File: src/rtl/g711c_pkg.sv
package g711c_pkg;
  // linear sample and code widths
  localparam int SMP_W  = 16;
  localparam int CODE_W = 8;
  localparam int LOW_W  = SMP_W - CODE_W;
  // significant input bits for each law (magnitude + sign)
  localparam int MU_IN_W = 14;
  localparam int A_IN_W  = 13;
  localparam int MU_DROP = SMP_W - MU_IN_W;
  localparam int A_DROP  = SMP_W - A_IN_W;
  // mu-law bias and magnitude ceiling so that biased value fits 13 bits
  localparam int MU_BIAS = 33;
  localparam int MU_CLIP = 8158;
  // inversion masks
  localparam logic [CODE_W-1:0] MU_INV = 8'hFF;
  localparam logic [CODE_W-1:0] A_INV  = 8'h55;

  typedef enum logic [1:0] {
    FMT_LINEAR16 = 2'b00,
    FMT_TRUNC8   = 2'b01,
    FMT_MULAW    = 2'b10,
    FMT_ALAW     = 2'b11
  } fmt_e;
endpackage

File: src/rtl/g711c_rst_sync.sv
module g711c_rst_sync (
  input  logic clk,
  input  logic rst_n,
  output logic rst_sync_n
);
  logic stage1_q;
  logic stage2_q;

  always_ff @(posedge clk or negedge rst_n) begin
    if (!rst_n) begin
      stage1_q <= 1'b0;
      stage2_q <= 1'b0;
    end else begin
      stage1_q <= 1'b1;
      stage2_q <= stage1_q;
    end
  end

  assign rst_sync_n = stage2_q;
endmodule

File: src/rtl/g711c_mulaw_enc.sv
module g711c_mulaw_enc
  import g711c_pkg::*;
(
  input  logic [MU_IN_W-1:0] lin_i,
  output logic [CODE_W-1:0]  code_o
);
  localparam int MAG_W = MU_IN_W - 1;

  logic             neg;
  logic [MU_IN_W-1:0] mag;
  logic [MAG_W-1:0] clipped;
  logic [MAG_W-1:0] biased;
  logic [2:0]       expo;
  logic [3:0]       mant;

  always_comb begin
    neg = lin_i[MU_IN_W-1];
    mag = neg ? (~lin_i + 1'b1) : lin_i;
    clipped = (mag > MU_IN_W'(MU_CLIP)) ? MAG_W'(MU_CLIP) : mag[MAG_W-1:0];
    biased = clipped + MAG_W'(MU_BIAS);
    // leading-one search over bits 5..12, highest set bit wins
    expo = 3'd0;
    for (int b = 5; b < MAG_W; b++) begin
      if (biased[b]) expo = 3'(b - 5);
    end
    mant = biased[({1'b0, expo} + 4'd1) +: 4];
    code_o = {neg, expo, mant} ^ MU_INV;
  end
endmodule

File: src/rtl/g711c_alaw_enc.sv
module g711c_alaw_enc
  import g711c_pkg::*;
(
  input  logic [A_IN_W-1:0] lin_i,
  output logic [CODE_W-1:0] code_o
);
  localparam int MAG_W = A_IN_W - 1;

  logic             neg;
  logic [MAG_W-1:0] mag;
  logic [2:0]       expo;
  logic [3:0]       mant;

  always_comb begin
    neg = lin_i[A_IN_W-1];
    // one's complement folds negatives onto 0..4095
    mag = neg ? ~lin_i[MAG_W-1:0] : lin_i[MAG_W-1:0];
    expo = 3'd0;
    for (int b = 5; b < MAG_W; b++) begin
      if (mag[b]) expo = 3'(b - 4);
    end
    if (expo == 3'd0) mant = 4'(mag[4:0] >> 1);
    else              mant = mag[expo +: 4];
    code_o = {~neg, expo, mant} ^ A_INV;
  end
endmodule

File: src/rtl/g711c_out_reg.sv
module g711c_out_reg
  import g711c_pkg::*;
(
  input  logic             clk,
  input  logic             rst_n,
  input  logic             ld_i,
  input  logic [SMP_W-1:0] data_i,
  output logic [SMP_W-1:0] word_o,
  output logic             vld_o
);
  logic [SMP_W-1:0] word_d, word_q;
  logic             vld_d, vld_q;

  always_comb begin
    word_d = word_q;
    if (ld_i) word_d = data_i;
    vld_d = ld_i;
  end

  always_ff @(posedge clk or negedge rst_n) begin
    if (!rst_n) begin
      word_q <= '0;
      vld_q  <= 1'b0;
    end else begin
      vld_q <= vld_d;
      if (ld_i) word_q <= word_d;
    end
  end

  assign word_o = word_q;
  assign vld_o  = vld_q;


  vld_follows_ld_chk: assert property (@(posedge clk) disable iff (!rst_n)
    ld_i |=> vld_o);

  vld_idle_chk: assert property (@(posedge clk) disable iff (!rst_n)
    !ld_i |=> !vld_o);

  word_hold_chk: assert property (@(posedge clk) disable iff (!rst_n)
    !ld_i |=> $stable(word_o));

  word_load_chk: assert property (@(posedge clk) disable iff (!rst_n)
    ld_i |=> (word_o == $past(data_i)));
endmodule

File: src/rtl/g711_rec_compressor.sv
module g711_rec_compressor
  import g711c_pkg::*;
(
  input  logic             clk,
  input  logic             rst_n,
  input  logic [SMP_W-1:0] smp_i,
  input  logic             smp_vld_i,
  input  logic             cmp_en_i,
  input  logic             law_sel_i,
  output logic [SMP_W-1:0] word_o,
  output logic             word_vld_o
);
  logic             rst_sync_n;
  logic [CODE_W-1:0] mu_code;
  logic [CODE_W-1:0] a_code;
  logic [SMP_W-1:0]  word_nxt;
  fmt_e              fmt;

  g711c_rst_sync u_rst_sync (
    .clk        (clk),
    .rst_n      (rst_n),
    .rst_sync_n (rst_sync_n)
  );

  g711c_mulaw_enc u_mulaw (
    .lin_i  (smp_i[SMP_W-1:MU_DROP]),
    .code_o (mu_code)
  );

  g711c_alaw_enc u_alaw (
    .lin_i  (smp_i[SMP_W-1:A_DROP]),
    .code_o (a_code)
  );

  always_comb begin
    fmt = fmt_e'({cmp_en_i, law_sel_i});
    case (fmt)
      FMT_MULAW:  word_nxt = {mu_code, {LOW_W{1'b0}}};
      FMT_ALAW:   word_nxt = {a_code, {LOW_W{1'b0}}};
      FMT_TRUNC8: word_nxt = {smp_i[SMP_W-1:LOW_W], {LOW_W{1'b0}}};
      default:    word_nxt = smp_i;
    endcase
  end

  g711c_out_reg u_out (
    .clk    (clk),
    .rst_n  (rst_sync_n),
    .ld_i   (smp_vld_i),
    .data_i (word_nxt),
    .word_o (word_o),
    .vld_o  (word_vld_o)
  );


  low_byte_clear_chk: assert property (@(posedge clk) disable iff (!rst_sync_n)
    (word_vld_o && $past(cmp_en_i)) |-> (word_o[LOW_W-1:0] == '0));

  trunc8_chk: assert property (@(posedge clk) disable iff (!rst_sync_n)
    (word_vld_o && $past(!cmp_en_i && law_sel_i)) |->
      (word_o == {$past(smp_i[SMP_W-1:LOW_W]), {LOW_W{1'b0}}}));

  linear_chk: assert property (@(posedge clk) disable iff (!rst_sync_n)
    (word_vld_o && $past(!cmp_en_i && !law_sel_i)) |-> (word_o == $past(smp_i)));
endmodule

File: config.mk
export PLATFORM = sky130hd
export DESIGN_NAME = g711_rec_compressor
export DESIGN_NICKNAME = d
export VERILOG_FILES = /design/src/rtl/g711c_pkg.sv /design/src/rtl/g711c_rst_sync.sv /design/src/rtl/g711c_mulaw_enc.sv /design/src/rtl/g711c_alaw_enc.sv /design/src/rtl/g711c_out_reg.sv /design/src/rtl/g711_rec_compressor.sv
export SDC_FILE = /design/constraint.sdc
export NUM_CORES = 1
export LEC_CHECK = 0
export ABC_AREA = 1
export BUFFER_PORTS_ARGS = -buffer_cell sky130_fd_sc_hd__buf_2
export CORE_ASPECT_RATIO = 0.5
export CORE_UTILIZATION = 43
export DETAILED_ROUTE_END_ITERATION = 16
export GPL_TIMING_DRIVEN = 1
export PLACE_DENSITY_LB_ADDON = 0.1
export REMOVE_ABC_BUFFERS = 1
export SLEW_MARGIN = 40
export SYNTH_ARGS = -nofsm -noshare
export SYNTH_HDL_FRONTEND = slang
export SYNTH_SLANG_ARGS = --single-unit
export TNS_END_PERCENT = 1
File: constraint.sdc
create_clock -name clk -period 0.8 [get_ports clk]
set_input_delay 0.16 -clock clk [delete_from_list [all_inputs] [get_ports clk]]
set_output_delay 0.16 -clock clk [all_outputs]
set_load 0.01 [all_outputs]
### Word-level counts from Yosys, hierarchy flattened

Cells that the tools add are included.

| cells by class | value |
|---|---|
| add/subtract/negate cells | 3 |
| multipliers | 0 |
| divide/modulo/power cells | 0 |
| magnitude comparators | 1 |
| equal/unequal tests | 3 |
| shifts and indexed selects | 2 |
| multiplexer cells | 19 |
| bitwise logic cells | 5 |
| reductions and logical operators | 1 |

Operators with widths:

| operator | number |
|---|---|
| case mux 16 bit (3 select lines) | 1 |
| two-way mux 3 bit | 10 |
| adder 14 x 1 -> 14 bit, second input constant | 1 |
| greater-than comparator 14 x 13 -> 1 bit, second input constant | 1 |
| two-way mux 14 bit | 1 |
| NOT 14 bit | 1 |
| adder 13 x 6 -> 13 bit, second input constant | 1 |
| two-way mux 13 bit | 1 |
| indexed part select 13 x 5 -> 4 bit | 1 |
| two-way mux 12 bit | 1 |
| NOT 12 bit | 1 |
| indexed part select 12 x 4 -> 4 bit | 1 |
| NOT 8 bit | 1 |
| adder 3 x 1 -> 4 bit, second input constant | 1 |
| == test 2 bit, second input constant | 2 |
| two-way mux 2 bit | 2 |
| two-way mux 4 bit | 1 |
| NOT 4 bit | 1 |
| zero test 3 bit | 1 |
| == test 2 x 1 -> 1 bit, second input constant | 1 |
| two-way mux 1 bit | 2 |
| NOT 1 bit | 1 |

| storage, ports and cells | value |
|---|---|
| register bits after elaboration | 19 |
| latch bits | 0 |
| RAM bits | 0 |
| memory bits (read-only) | 0 |
| bits of input ports | 21 |
| logic and storage cells | 38 |
| memories | 0 |

### Longest topological paths before layout

| logic depth | value |
|---|---|
| word-level depth | 17 |
| depth in mapped cells | 31 |
| mapped depth without buffers | 31 |

### Modules after synthesis

A second synthesis with hierarchy kept.

| second synthesis, totals | value |
|---|---|
| cells, all modules | 471 |
| area, all modules | 2956.6 µm² |

By module, submodules not included:

| module | instances | cells an instance | area each (µm²) | seq. area each (µm²) |
|---|---|---|---|---|
| g711c_mulaw_enc | 1 | 236 | 1297.5 | 0.0 |
| g711c_out_reg | 1 | 69 | 669.4 | 425.4 |
| g711c_alaw_enc | 1 | 109 | 664.4 | 0.0 |
| g711_rec_compressor | 1 | 54 | 271.5 | 0.0 |
| g711c_rst_sync | 1 | 3 | 53.8 | 50.0 |

### Worst setup path after synthesis

Ideal clock, no wire load.

| timing | value |
|---|---|
| path type | in2reg |
| from | input port smp_i[2] |
| to | register u_out.word_q[10] (netlist: u_out.word_o[10]) |
| library setup time | 0.117 ns |
| data arrival time | 2.865 ns |
| required time | 0.683 ns |
| path slack | -2.182 ns |
| cell stages on the path | 25 |
| buffers on the path | 1 |
| cells stage by stage | inv_1 ha_1 inv_1 nor2_1 nand3_1 nand3_1 nor2_1 nand3_2 inv_2 nand2_1 nand2_2 or2_2 ha_1 and2_1 nand4_1 nand3_1 nand2_4 buf_2 nand3_1 nand3_1 nand3_1 nand2_1 nand2_1 nand2_1 nand2_1 |

| on the way | value |
|---|---|
| word-level cells in the longest chain between the ends | 17 |

RTL lines:

| item | RTL line | source |
|---|---|---|
| start, declared | g711_rec_compressor.sv:6 | `input logic [SMP_W-1:0] smp_i,` |
| NOT 14 bit | g711c_mulaw_enc.sv:18 | `mag = neg ? (~lin_i + 1'b1) : lin_i;` |
| adder 14 x 1 -> 14 bit | g711c_mulaw_enc.sv:18 |  |
| two-way mux 14 bit * | g711c_mulaw_enc.sv:18 |  |
| greater-than comparator 14 x 13 -> 1 bit | g711c_mulaw_enc.sv:19 | `clipped = (mag > MU_IN_W'(MU_CLIP)) ? MAG_W'(MU_CLIP) : mag[MAG_W-1:0];` |
| two-way mux 13 bit * | g711c_mulaw_enc.sv:19 |  |
| adder 13 x 6 -> 13 bit * | g711c_mulaw_enc.sv:20 | `biased = clipped + MAG_W'(MU_BIAS);` |
| two-way mux 1 bit | g711c_mulaw_enc.sv:24 | `if (biased[b]) expo = 3'(b - 5);` |
| two-way mux 2 bit (2 in a row) | g711c_mulaw_enc.sv:24 |  |
| two-way mux 3 bit (4 in a row) | g711c_mulaw_enc.sv:24 |  |
| adder 3 x 1 -> 4 bit | g711c_mulaw_enc.sv:26 | `mant = biased[({1'b0, expo} + 4'd1) +: 4];` |
| indexed part select 13 x 5 -> 4 bit * | g711c_mulaw_enc.sv:26 |  |
| NOT 8 bit (no line) * | -- |  |
| case mux 16 bit (3 select lines) * | g711_rec_compressor.sv:37 | `case (fmt)` |
| end signal, assigned | g711c_out_reg.sv:26 | `if (ld_i) word_q <= word_d;` |
| end, declared | g711c_out_reg.sv:11 | `logic [SMP_W-1:0] word_d, word_q;` |

Mark *: on every way between the ends. The rest lies on a longest branch, timed or not.
A chain may end at the register's enable or synchronous reset.

### Worst setup path after layout

| timing | value |
|---|---|
| from | input port smp_i[3] |
| to | register u_out.word_q[10] (netlist: u_out.word_o[10]) |

| on the way | value |
|---|---|
| word-level cells in the longest chain between the ends | 17 |

RTL lines:

| item | RTL line |
|---|---|
| NOT 14 bit | g711c_mulaw_enc.sv:18 |
| adder 14 x 1 -> 14 bit | g711c_mulaw_enc.sv:18 |
| two-way mux 14 bit | g711c_mulaw_enc.sv:18 |
| greater-than comparator 14 x 13 -> 1 bit | g711c_mulaw_enc.sv:19 |
| two-way mux 13 bit | g711c_mulaw_enc.sv:19 |
| adder 13 x 6 -> 13 bit | g711c_mulaw_enc.sv:20 |
| two-way mux 1 bit | g711c_mulaw_enc.sv:24 |
| two-way mux 2 bit (2 in a row) | g711c_mulaw_enc.sv:24 |
| two-way mux 3 bit (4 in a row) | g711c_mulaw_enc.sv:24 |
| adder 3 x 1 -> 4 bit | g711c_mulaw_enc.sv:26 |
| indexed part select 13 x 5 -> 4 bit | g711c_mulaw_enc.sv:26 |
| NOT 8 bit (no line) | -- |
| case mux 16 bit (3 select lines) * | g711_rec_compressor.sv:37 |

Marked as above.

==> summary.txt <==
Clocking
  • Clk slew on worst S/H paths: 60 ps
  • Clk_lat worst skew: between 200 and 300 ps
  • H-tree lvl count: 1
  • CTS Buf Count: 3
  • CTS tree: built
  • Clock Tree Root: clkbuf_16
  • Clock tree buffer depth: 2
  • Sink Count: 19

Critical path
  • Worst Path Required: 950 ps
  • FF-to-FF Start: u_out.word_o[12]$_DFFE_PN0P_
  • R2r endpoint: u_out.word_o[12]$_DFFE_PN0P_
  • Setup CP Type: input pin to flop
  • CP Launch Type: input pin
  • Top cell by count, worst path: nand2_1
  • CP endpoint kind: flop
  • Critical path's slowest cell: a21oi_4
  • Worst Path Arrival: 3020 ps
  • Crit path max fanout: 5
  • R2R Setup Slk: between 150 and 200 ps
  • Worst R2R Path Depth: 2
  • Crit path largest cell delay: approximately 210 ps

Cells and area
  • Antenna fix cells: 0
  • Layout area overhead: 59.5%
  • Layout cells sized above 1: 0.411
  • Final-stage net count: 617
  • Fillers: between 500 and 600
  • Finished Cell Area: approximately 0.0040 mm^2

Floorplanning
  • Core area: about 0.0055 mm^2
  • Die width: 109 um
  • Die Ht: 55.7 um
  • IO Pins: 38
  • DIE AREA: 0.00610 mm^2
  • Initial Util: 0.450
  • FP Rows: 19

Timing
  • Final setup margin: -2070 ps
  • Crit path time final: 2870 ps
  • Setup violators final: 24
  • WHS: 141 ps
  • Clock Skew: 8.11 ps
  • Fin. Hold Viols: 0
  • Final Cycle Share: 3.58
  • Unrepaired setup endpoints after global routing: true
  • Slew Limit Fails: 0
  • Fmax: 349 MHz

Placement
  • RePlAce Congestion: 0.923
  • Hpwl dp: 6550 um
  • DP Area: 0.00358 mm^2
  • # port buffers: 37

Yosys
  • Area contributors post-synth: nand2_1 (20%), dfrtp_1 (19%), nand3_1 (13%)
  • Post-synth ARST share: 1.00
  • Synth area leader: nand2_1
  • Most frequent cell after synthesis: nand2_1
  • Syn avg cell area: 5.73 um^2
  • Sequential area share after synthesis: 0.192
  • Top_reg_cell synth: dfrtp_1
  • Mapped cell area: 0.00248 mm^2
  • Synth top cells by count: nand2_1 (132), nand3_1 (66), inv_1 (49), nor2_1 (33)
  • Synth unique cells: between 40 and 50
  • Warnings from Yosys: 0
  • Post-synthesis register bit count: 19
  • Syn Inst Count: 433
  • Yosys top cell area share: 0.200
  • Post-synth EDFFs: 0

Worst hold path
  • Worst hold path endpoint: u_out.word_o[1]$_DFFE_PN0P_
  • Hold depth: 3
  • Worst hold path class: input pin to flop
  • Hold Startpoint: smp_i[1]

Run status
  • Failing checks: setup timing
  • Status: complete, but fails checks

Power
  • PwrDens: 1190 mW/mm^2
  • Pleak: 2.16 nW
  • Worst VDD drop: around 0.0009 V

Routing
  • Iter 0 DRT Violations: 260
  • TritonRoute pass-1 iters: 5
  • Vias: 3376
  • WL/cell: 13.0 um
  • Drt via density: 5.07
  • Final wirelength: 8650 um
  • DRC errors left: 0
  • Final ANT Viol Nets: 0

GRT
  • Initial antenna violation count: 0
  • GRT overflow: 0
  • Vias in the first global route: 3066
  • First-pass GRT wire length: 14000 um
  • Largest net degree at the start of global routing: 19
  • Tot GR Track Use: 0.289

Run
  • Max-cap viol count: 0
[worst max path at each step]
stage	from	slack (ps)	end
after floorplan	smp_i[2]	-2240	u_out.word_o[10]$_DFFE_PN0P_
after global placement	smp_i[2]	-2480	u_out.word_o[10]$_DFFE_PN0P_
after detailed placement	smp_i[2]	-2540	u_out.word_o[10]$_DFFE_PN0P_
after CTS	smp_i[2]	-1900	u_out.word_o[10]$_DFFE_PN0P_
after global routing	smp_i[3]	-2330	u_out.word_o[10]$_DFFE_PN0P_
final	smp_i[3]	-2070	u_out.word_o[10]$_DFFE_PN0P_
[stage by stage]
step / total power [mW] / setup slack [ps] / cells / util / TNS [ps]
2_1_floorplan: 2.27 / -2240 / 424 / - / -17160
3_3_place_gp: 3.34 / -2480 / 650 / 0.649 / -20020
3_5_place_dp: 3.36 / -2540 / 650 / 0.649 / -20700
4_1_cts: 4.56 / -1900 / 662 / 0.697 / -15170
5_1_grt: 5.03 / -2330 / 666 / 0.718 / -18350
6_report: 4.70 / -2070 / 666 / 0.718 / -16120
[final cells by class]
type | count | area (um^2) | area share
tap | 73 | 91.3 | 0.0231
timing repair buffer | 163 | 1160 | 0.294
sequential | 19 | 475 | 0.120
clock buffer | 3 | 75.1 | 0.0190
inverter | 64 | 249 | 0.0629
clock inverter | 1 | 5.00 | 0.00126
multi-input combinational | 343 | 1900 | 0.480
[cells in the final DEF (no fill, tap or decap), types with 4 or more instances in the layout]
cell and count:
buf_4 123, nand2_1 121, nand3_1 61, inv_1 46, buf_2 35, nor2_1 28
dfrtp_1 19, o21ai_0 18, nand2_2 16, a21oi_1 14, inv_2 13, nor2_2 11
xnor2_1 7, nand3_2 6, nor2_4 6, o31ai_1 5, o211ai_1 4
[power breakdown]
group	leakage, nW	switching [mW]	internal (mW)
Sequential	0.241	0.0439	1.05
Clock	0.0409	0.371	0.670
Combinational	1.88	1.40	1.17
Total	2.16	1.82	2.88
[flip-flops by register name, indices dropped and copies added, names as in the netlist]
name / count
u_out.word_o: 16
u_out.vld_o: 1
u_rst_sync.stage1_q: 1
u_rst_sync.rst_sync_n: 1
[worst max-delay path: cells and delay by family]
family	cells	cell delay, ps
AND/OR/NAND/NOR	22	1980
adder cells (fa/ha/maj)	2	320
buffers and inverters	3	260
AO/OA/AOI/OAI	2	280
[cells by family after synthesis]
kind of cell	synth area share
AO/OA/AOI/OAI	0.156
XOR/XNOR	0.0318
adder cells (fa/ha/maj)	0.0101
buffers and inverters	0.122
flip-flops	0.192
other	0.00151
AND/OR/NAND/NOR	0.487
[layer usage]
metal | up-vias | GRT usage | share of wire
li1 | 1733 | - | -
met1 | 1533 | 0.422 | 0.49
met2 | 98 | 0.466 | 0.43
met3 | 12 | 0.0340 | 0.058
met4 | 0 | 0.0343 | 0.013
met5 | - | 0 | 0
[what timing repair did]
item	CTS	global route
hold endpoints to repair	2	0
cloned	2	0
resized for setup	35	22
hold buffers	1	0
endpoints found under the setup margin	30	30
pin swaps	12	15
buffers inserted	5	4
Note: power is estimated with default switching activity, not from simulation.
